**src/rtl/lane_bridge_pkg.sv**
```systemverilog
package lane_bridge_pkg;
  localparam int PCI_BYTES = 4;
  localparam int LOC_BYTES = 2;
  localparam int PCI_W     = PCI_BYTES * 8;
  localparam int LOC_W     = LOC_BYTES * 8;
  localparam int ADDR_W    = $clog2(PCI_BYTES);

  typedef enum logic {ST_IDLE = 1'b0, ST_BUSY = 1'b1} busState_t;

  typedef struct packed {
    logic loadReq;
    logic capRd;
  } ctrlStb_t;
endpackage

```
**src/rtl/lane_bridge_decode.sv**
```systemverilog
module lane_bridge_decode
  import lane_bridge_pkg::*;
(
  input  logic                 narrowSel,
  input  logic [PCI_BYTES-1:0] beN,
  output logic                 accLegal,
  output logic                 accEmpty,
  output logic [ADDR_W-1:0]    addr,
  output logic                 bhe,
  output logic [PCI_BYTES-1:0] laneEn
);
  logic single;
  logic pairLo;
  logic pairHi;
  logic [ADDR_W-1:0] idx;

  assign laneEn   = ~beN;
  assign accEmpty = (laneEn == '0);
  assign single   = $onehot(laneEn);
  assign pairLo   = (laneEn == 4'b0011);
  assign pairHi   = (laneEn == 4'b1100);

  always_comb begin
    idx = '0;
    for (int i = 0; i < PCI_BYTES; i++) begin
      if (laneEn[i]) idx = ADDR_W'(i);
    end
  end

  always_comb begin
    if (narrowSel) begin
      accLegal = single;
      addr     = idx;
      bhe      = 1'b1;
    end else begin
      accLegal = single | pairLo | pairHi;
      if (single) begin
        addr = idx;
        bhe  = ~idx[0];
      end else begin
        addr = {pairHi, 1'b0};
        bhe  = 1'b0;
      end
    end
  end
endmodule

```
**src/rtl/lane_bridge_ctrl.sv**
```systemverilog
module lane_bridge_ctrl
  import lane_bridge_pkg::*;
(
  input  logic     clk,
  input  logic     rstN,
  input  logic     startStb,
  input  logic     accLegal,
  input  logic     accEmpty,
  input  logic     locAck,
  output ctrlStb_t stb,
  output logic     locStb,
  output logic     doneP,
  output logic     abortP,
  output logic     noopP
);
  busState_t state;
  logic      takeStart;

  assign takeStart   = (state == ST_IDLE) && startStb;
  assign stb.loadReq = takeStart && accLegal;
  assign stb.capRd   = (state == ST_BUSY) && locAck;
  assign locStb      = (state == ST_BUSY);

  always_ff @(posedge clk) begin
    if (!rstN) begin
      state  <= ST_IDLE;
      doneP  <= 1'b0;
      abortP <= 1'b0;
      noopP  <= 1'b0;
    end else begin
      doneP  <= stb.capRd;
      abortP <= takeStart && !accLegal && !accEmpty;
      noopP  <= takeStart && accEmpty;
      case (state)
        ST_IDLE: if (stb.loadReq) state <= ST_BUSY;
        ST_BUSY: if (locAck) state <= ST_IDLE;
        default: state <= ST_IDLE;
      endcase
    end
  end
endmodule

```
**src/rtl/lane_bridge_dp.sv**
```systemverilog
module lane_bridge_dp
  import lane_bridge_pkg::*;
(
  input  logic              clk,
  input  logic              rstN,
  input  ctrlStb_t          stb,
  input  logic              narrowSel,
  input  logic              wrEn,
  input  logic [ADDR_W-1:0] decAddr,
  input  logic              decBhe,
  input  logic [PCI_BYTES-1:0] decLanes,
  input  logic [PCI_W-1:0]  wrData,
  input  logic [LOC_W-1:0]  locDin,
  output logic [PCI_W-1:0]  rdData,
  output logic              locWr,
  output logic [ADDR_W-1:0] locAddr,
  output logic              locBhe,
  output logic [LOC_W-1:0]  locDout
);
  logic [PCI_BYTES-1:0] laneR;
  logic                 narrowR;
  logic [LOC_W-1:0]     doutNext;
  logic [LOC_W-1:0]     half;
  logic [1:0]           halfMask;
  logic [PCI_W-1:0]     rdNext;

  always_comb begin
    half     = decAddr[1] ? wrData[PCI_W-1:LOC_W] : wrData[LOC_W-1:0];
    halfMask = decAddr[1] ? decLanes[3:2] : decLanes[1:0];
    if (narrowSel) doutNext = {8'h00, wrData[8*decAddr +: 8]};
    else           doutNext = half & {{8{halfMask[1]}}, {8{halfMask[0]}}};
  end

  for (genvar g = 0; g < PCI_BYTES; g++) begin : g_rdLane
    logic [7:0] src;
    assign src = (narrowR || (g % 2 == 0)) ? locDin[7:0] : locDin[15:8];
    assign rdNext[8*g +: 8] = laneR[g] ? src : 8'h00;
  end

  always_ff @(posedge clk) begin
    if (!rstN) begin
      laneR   <= '0;
      narrowR <= 1'b0;
      locWr   <= 1'b0;
      locAddr <= '0;
      locBhe  <= 1'b1;
      locDout <= '0;
      rdData  <= '0;
    end else begin
      if (stb.loadReq) begin
        laneR   <= decLanes;
        narrowR <= narrowSel;
        locWr   <= wrEn;
        locAddr <= decAddr;
        locBhe  <= decBhe;
        locDout <= doutNext;
      end
      if (stb.capRd && !locWr) rdData <= rdNext;
    end
  end
endmodule

```
**src/rtl/pci_lane_bridge.sv**
```systemverilog
module pci_lane_bridge
  import lane_bridge_pkg::*;
(
  input  logic        clk,
  input  logic        rstN,
  input  logic        narrowSel,
  input  logic        startStb,
  input  logic        wrEn,
  input  logic [3:0]  beN,
  input  logic [31:0] wrData,
  output logic [31:0] rdData,
  output logic        locStb,
  output logic        locWr,
  output logic [1:0]  locAddr,
  output logic        locBhe,
  output logic [15:0] locDout,
  input  logic [15:0] locDin,
  input  logic        locAck,
  output logic        doneP,
  output logic        abortP,
  output logic        noopP
);
  ctrlStb_t             stb;
  logic                 accLegal;
  logic                 accEmpty;
  logic [ADDR_W-1:0]    decAddr;
  logic                 decBhe;
  logic [PCI_BYTES-1:0] decLanes;

  lane_bridge_decode u_decode (
    .narrowSel(narrowSel), .beN(beN), .accLegal(accLegal), .accEmpty(accEmpty),
    .addr(decAddr), .bhe(decBhe), .laneEn(decLanes)
  );

  lane_bridge_ctrl u_ctrl (
    .clk(clk), .rstN(rstN), .startStb(startStb), .accLegal(accLegal),
    .accEmpty(accEmpty), .locAck(locAck), .stb(stb), .locStb(locStb),
    .doneP(doneP), .abortP(abortP), .noopP(noopP)
  );

  lane_bridge_dp u_dp (
    .clk(clk), .rstN(rstN), .stb(stb), .narrowSel(narrowSel), .wrEn(wrEn),
    .decAddr(decAddr), .decBhe(decBhe), .decLanes(decLanes), .wrData(wrData),
    .locDin(locDin), .rdData(rdData), .locWr(locWr), .locAddr(locAddr),
    .locBhe(locBhe), .locDout(locDout)
  );
endmodule

```
**config.mk**
```make
export PLATFORM = sky130hd
export DESIGN_NAME = pci_lane_bridge
export DESIGN_NICKNAME = d
export VERILOG_FILES = /design/src/rtl/lane_bridge_pkg.sv /design/src/rtl/lane_bridge_decode.sv /design/src/rtl/lane_bridge_ctrl.sv /design/src/rtl/lane_bridge_dp.sv /design/src/rtl/pci_lane_bridge.sv
export SDC_FILE = /design/constraint.sdc
export NUM_CORES = 1
export LEC_CHECK = 0
export BUFFER_PORTS_ARGS = -buffer_cell sky130_fd_sc_hd__buf_2
export CAP_MARGIN = 5
export CORE_AREA = 2 2 80 89
export DETAILED_ROUTE_END_ITERATION = 10
export DIE_AREA = 0 0 82 91
export GPL_TIMING_DRIVEN = 0
export HOLD_SLACK_MARGIN = 0.08
export PLACE_DENSITY = 0.83
export SLEW_MARGIN = 20
export SYNTH_ARGS = -nofsm -noshare
export SYNTH_HDL_FRONTEND = slang
export SYNTH_SLANG_ARGS = --single-unit
export TNS_END_PERCENT = 5
```
**constraint.sdc**
```tcl
create_clock -name clk -period 2.9 [get_ports clk]
set_clock_uncertainty 0.05 [all_clocks]
set_input_delay 0 -clock clk [delete_from_list [all_inputs] [get_ports clk]]
set_output_delay 0 -clock clk [all_outputs]
set_load 0.05 [all_outputs]
```
==> impl_results.md <==
* Num Clock Sinks at 61
* Leading register cell type out of synthesis: dfxtp_1
* Total clock buffers created by CTS at 9
* Delay contributed by the slowest stage of the critical path at 0.53 ns
* Drt first-iter violations at 85
* Clock transition time at the flip-flop clock pins of the worst setup and hold paths at 0.06 ns
* Worst Slack Setup Final at 0.0998 ns
* Sequential fraction of the synthesis area at 0.426
* Post-route ant nets at 0
* Distinct cells, synth at 31
* TritonCTS clock tree: done
* Critical Path Start Type: primary input
* Worst slew margin relative to its limit at 0.599
* YS warnings at 0
* Layout cell share with drive strength beyond 1 at 0.293
* Share of the core filled with cells in the final layout at 0.658
* Wire per inst at 16.1 um
* Instance count of the mapped netlist at 301
* Antenna Cells at 0
* Setup violations, final at 0
* Fmax at 357 MHz
* Clock tree root buffer cell: clkbuf_8
* First-pass GRT wire length at 14.0 mm
* Critical Path Sink Type: flip-flop
* Setup TNS at 0 ns
* Sum of routed wire length over all layers at 9.12 mm
* Hold Slack at 0.114 ns
* Max clock buf depth at 2
* Post-Syn Area per Cell at 9.51 um2
* Cell breakdown of the critical path: dlygate4sd3_1 > buf_2 > inv_1 > ha_1 > ha_1 > inv_1 > fa_1 > nand3_1 > mux2i_1 > mux2i_1 > nand4b_1 > o21ai_0
* Clock H-tree levels at 3
* Largest fanout of any net on the critical path at 8
* Leading cell type by number of instances after synthesis: dfxtp_1
* Status: finished clean
* Total number of vias at 2947
* Area of the die at 0.00746 mm2
* Initial cell density of the core at 0.440
* # rows at 31
* GR Layer Usage met3 at 0.0636
* Global routing's busiest layer: met2
* Static leakage at 2.01 nW
* Worst slack at placement at 0.144 ns
* Via density per instance at 5.21
* Path category of the worst min-delay check: in -> reg
* Iteration count of the initial detailed-routing pass at 4
* Skew-Pair Late Insertion Delay at 0.33 ns
* Cell Pwr Density at 509 mW/mm2
* Portion of the clock cycle consumed by the worst path in the final layout at 0.966
* Number of synthesized flops with an enable pin at 0
* Buffers added on ports at 112
* Synth Register Bits at 61
* Start-to-end type of the worst setup path: in -> reg
* Area Growth Syn to Fin at 49.8%
* Largest net degree at the start of global routing at 11
* Max Slew Vio Count at 0
* Fin nets at 544
* Overall Global Routing Usage at 0.246
* Commonest cells in the netlist: 61 x dfxtp_1, 43 x mux2i_1, 29 x nand2_1, 25 x nand3_1, 19 x a21boi_0
* Remaining design rule violation count at 0
* Final total power at 2.18 mW
* Vertical die dimension at 91 um
* I/O pins at 114
* Final hold violation count at 0
* Number of antenna violations at the first check in global routing at 0
* Global-route met1 utilization at 0.267
* Net count of the mapped netlist at 366
* Worst path arrival time at 3.00 ns
* Slew at the pin closest to its max-slew limit at 0.602 ns
* GR met2 Demand/Resource at 0.416
* Most area-hungry cell type in the Yosys netlist: dfxtp_1
* Width of the die at 82 um
* Area of the mapped netlist at 0.00286 mm2
* Maximum resistive drop on vdd at 0.307 mV
* Post-synth ARST share at 0
* Congestion Overflow GR at 0
* Final period demand of the worst path at 2.80 ns
* Count of max-cap constraint violations at 0
* RD Place Congestion at 0.823
* Vias in the first global route at 2938
* Share of the synthesized area in the top cell type at 0.426
* Core region area at 0.00652 mm2
* DP HPWL at 5.89 mm
* Worst EP required at 3.10 ns
* Worst path slowest cell: dlygate4sd3_1
* Synth top area cells: dfxtp_1 43%, mux2i_1 15%, a21boi_0 5.0%, a22oi_1 4.7%, nand3_1 4.4%
[logic make-up after synthesis]
group,after synthesis,share of synthesized area
and+or+nand+nor,95,0.162
DFF,61,0.426
adders and majority gates,7,0.0332
buffers and inverters,31,0.0524
AOI/OAI and AO/OA,63,0.168
muxes,44,0.158
[area by class of cell]
cell class	instances	area, um2
multi-input cells	209	1490
flip-flops and latches	61	1220
repair buffers	167	1110
clock inverters	3	42.5
fillers	525	2230
inverters	7	26.3
plain buffers	24	125
clock buffers	13	169
well taps	82	103
[timing repair]
action / in CTS / in global routing
setup endpoints to repair: 0 / 14
resized for setup: 0 / 3
hold buffers: 50 / 0
hold endpoints to repair: 43 / 0
setup buffers: 0 / 5
[power breakdown]
part / switching (mW) / internal [mW]
Sequential: 0.0143 / 0.867
Clock: 0.329 / 0.467
Combinational: 0.287 / 0.218
Total: 0.631 / 1.55
[worst paths after layout]
kind	startpoint	endpoint	slack, ns	cells past startpoint
worst min register to register	u_dp.rdData[6]	u_dp.rdData[6]	0.41	2
worst max register to register	u_ctrl.locStb	u_dp.locDout[1]	1.18	4
worst min-delay path	locDin[14]	u_dp.rdData[14]	0.11	5
worst max-delay path	beN[1]	u_dp.locDout[11]	0.1	12
[cell usage in the layout, fill, tap and decap left out, drive strengths merged, types with 2 or more instances in the layout]
cell type,n
buf,123
dfxtp,61
dlygate4sd3,50
mux2i,44
clkbuf,31
nand2,29
nand3,25
a21boi,19
a22oi,18
nor2b,18
nor2,14
o21ai,10
a32o,8
inv,7
ha,6
o211a,5
nand2b,2
nor3b,2
and3,2
[metrics by stage]
stage,instances,cell area [um2]
detailed placement,495,3530
global placement,495,3530
global route,566,4290
floorplan,301,2860
CTS,561,4240
finish,566,4290
[critical path, delay by kind of cell]
kind            cells  cell delay (ns)
fa+ha+maj           3             0.90
mux                 2             0.55
simple gates        2             0.46
buf+inv             4             0.81
compound gates      1             0.26
[flip-flops by register name (all words and copies together) (netlist names)]
register / cells
u_dp.locDout: 16
u_dp.locWr: 1
u_dp.locBhe: 1
u_dp.narrowR: 1
u_ctrl.abortP: 1
u_ctrl.noopP: 1
u_dp.laneR: 4
u_ctrl.locStb: 1
u_ctrl.doneP: 1
u_dp.rdData: 32
u_dp.locAddr: 2
[per-layer routing]
metal	vias up	wire length [um]
li1	1421	-
met1	1366	3610
met2	146	4660
met3	14	716
met4	0	134
met5	-	0
No activity file was read; power rests on OpenSTA's default activity.
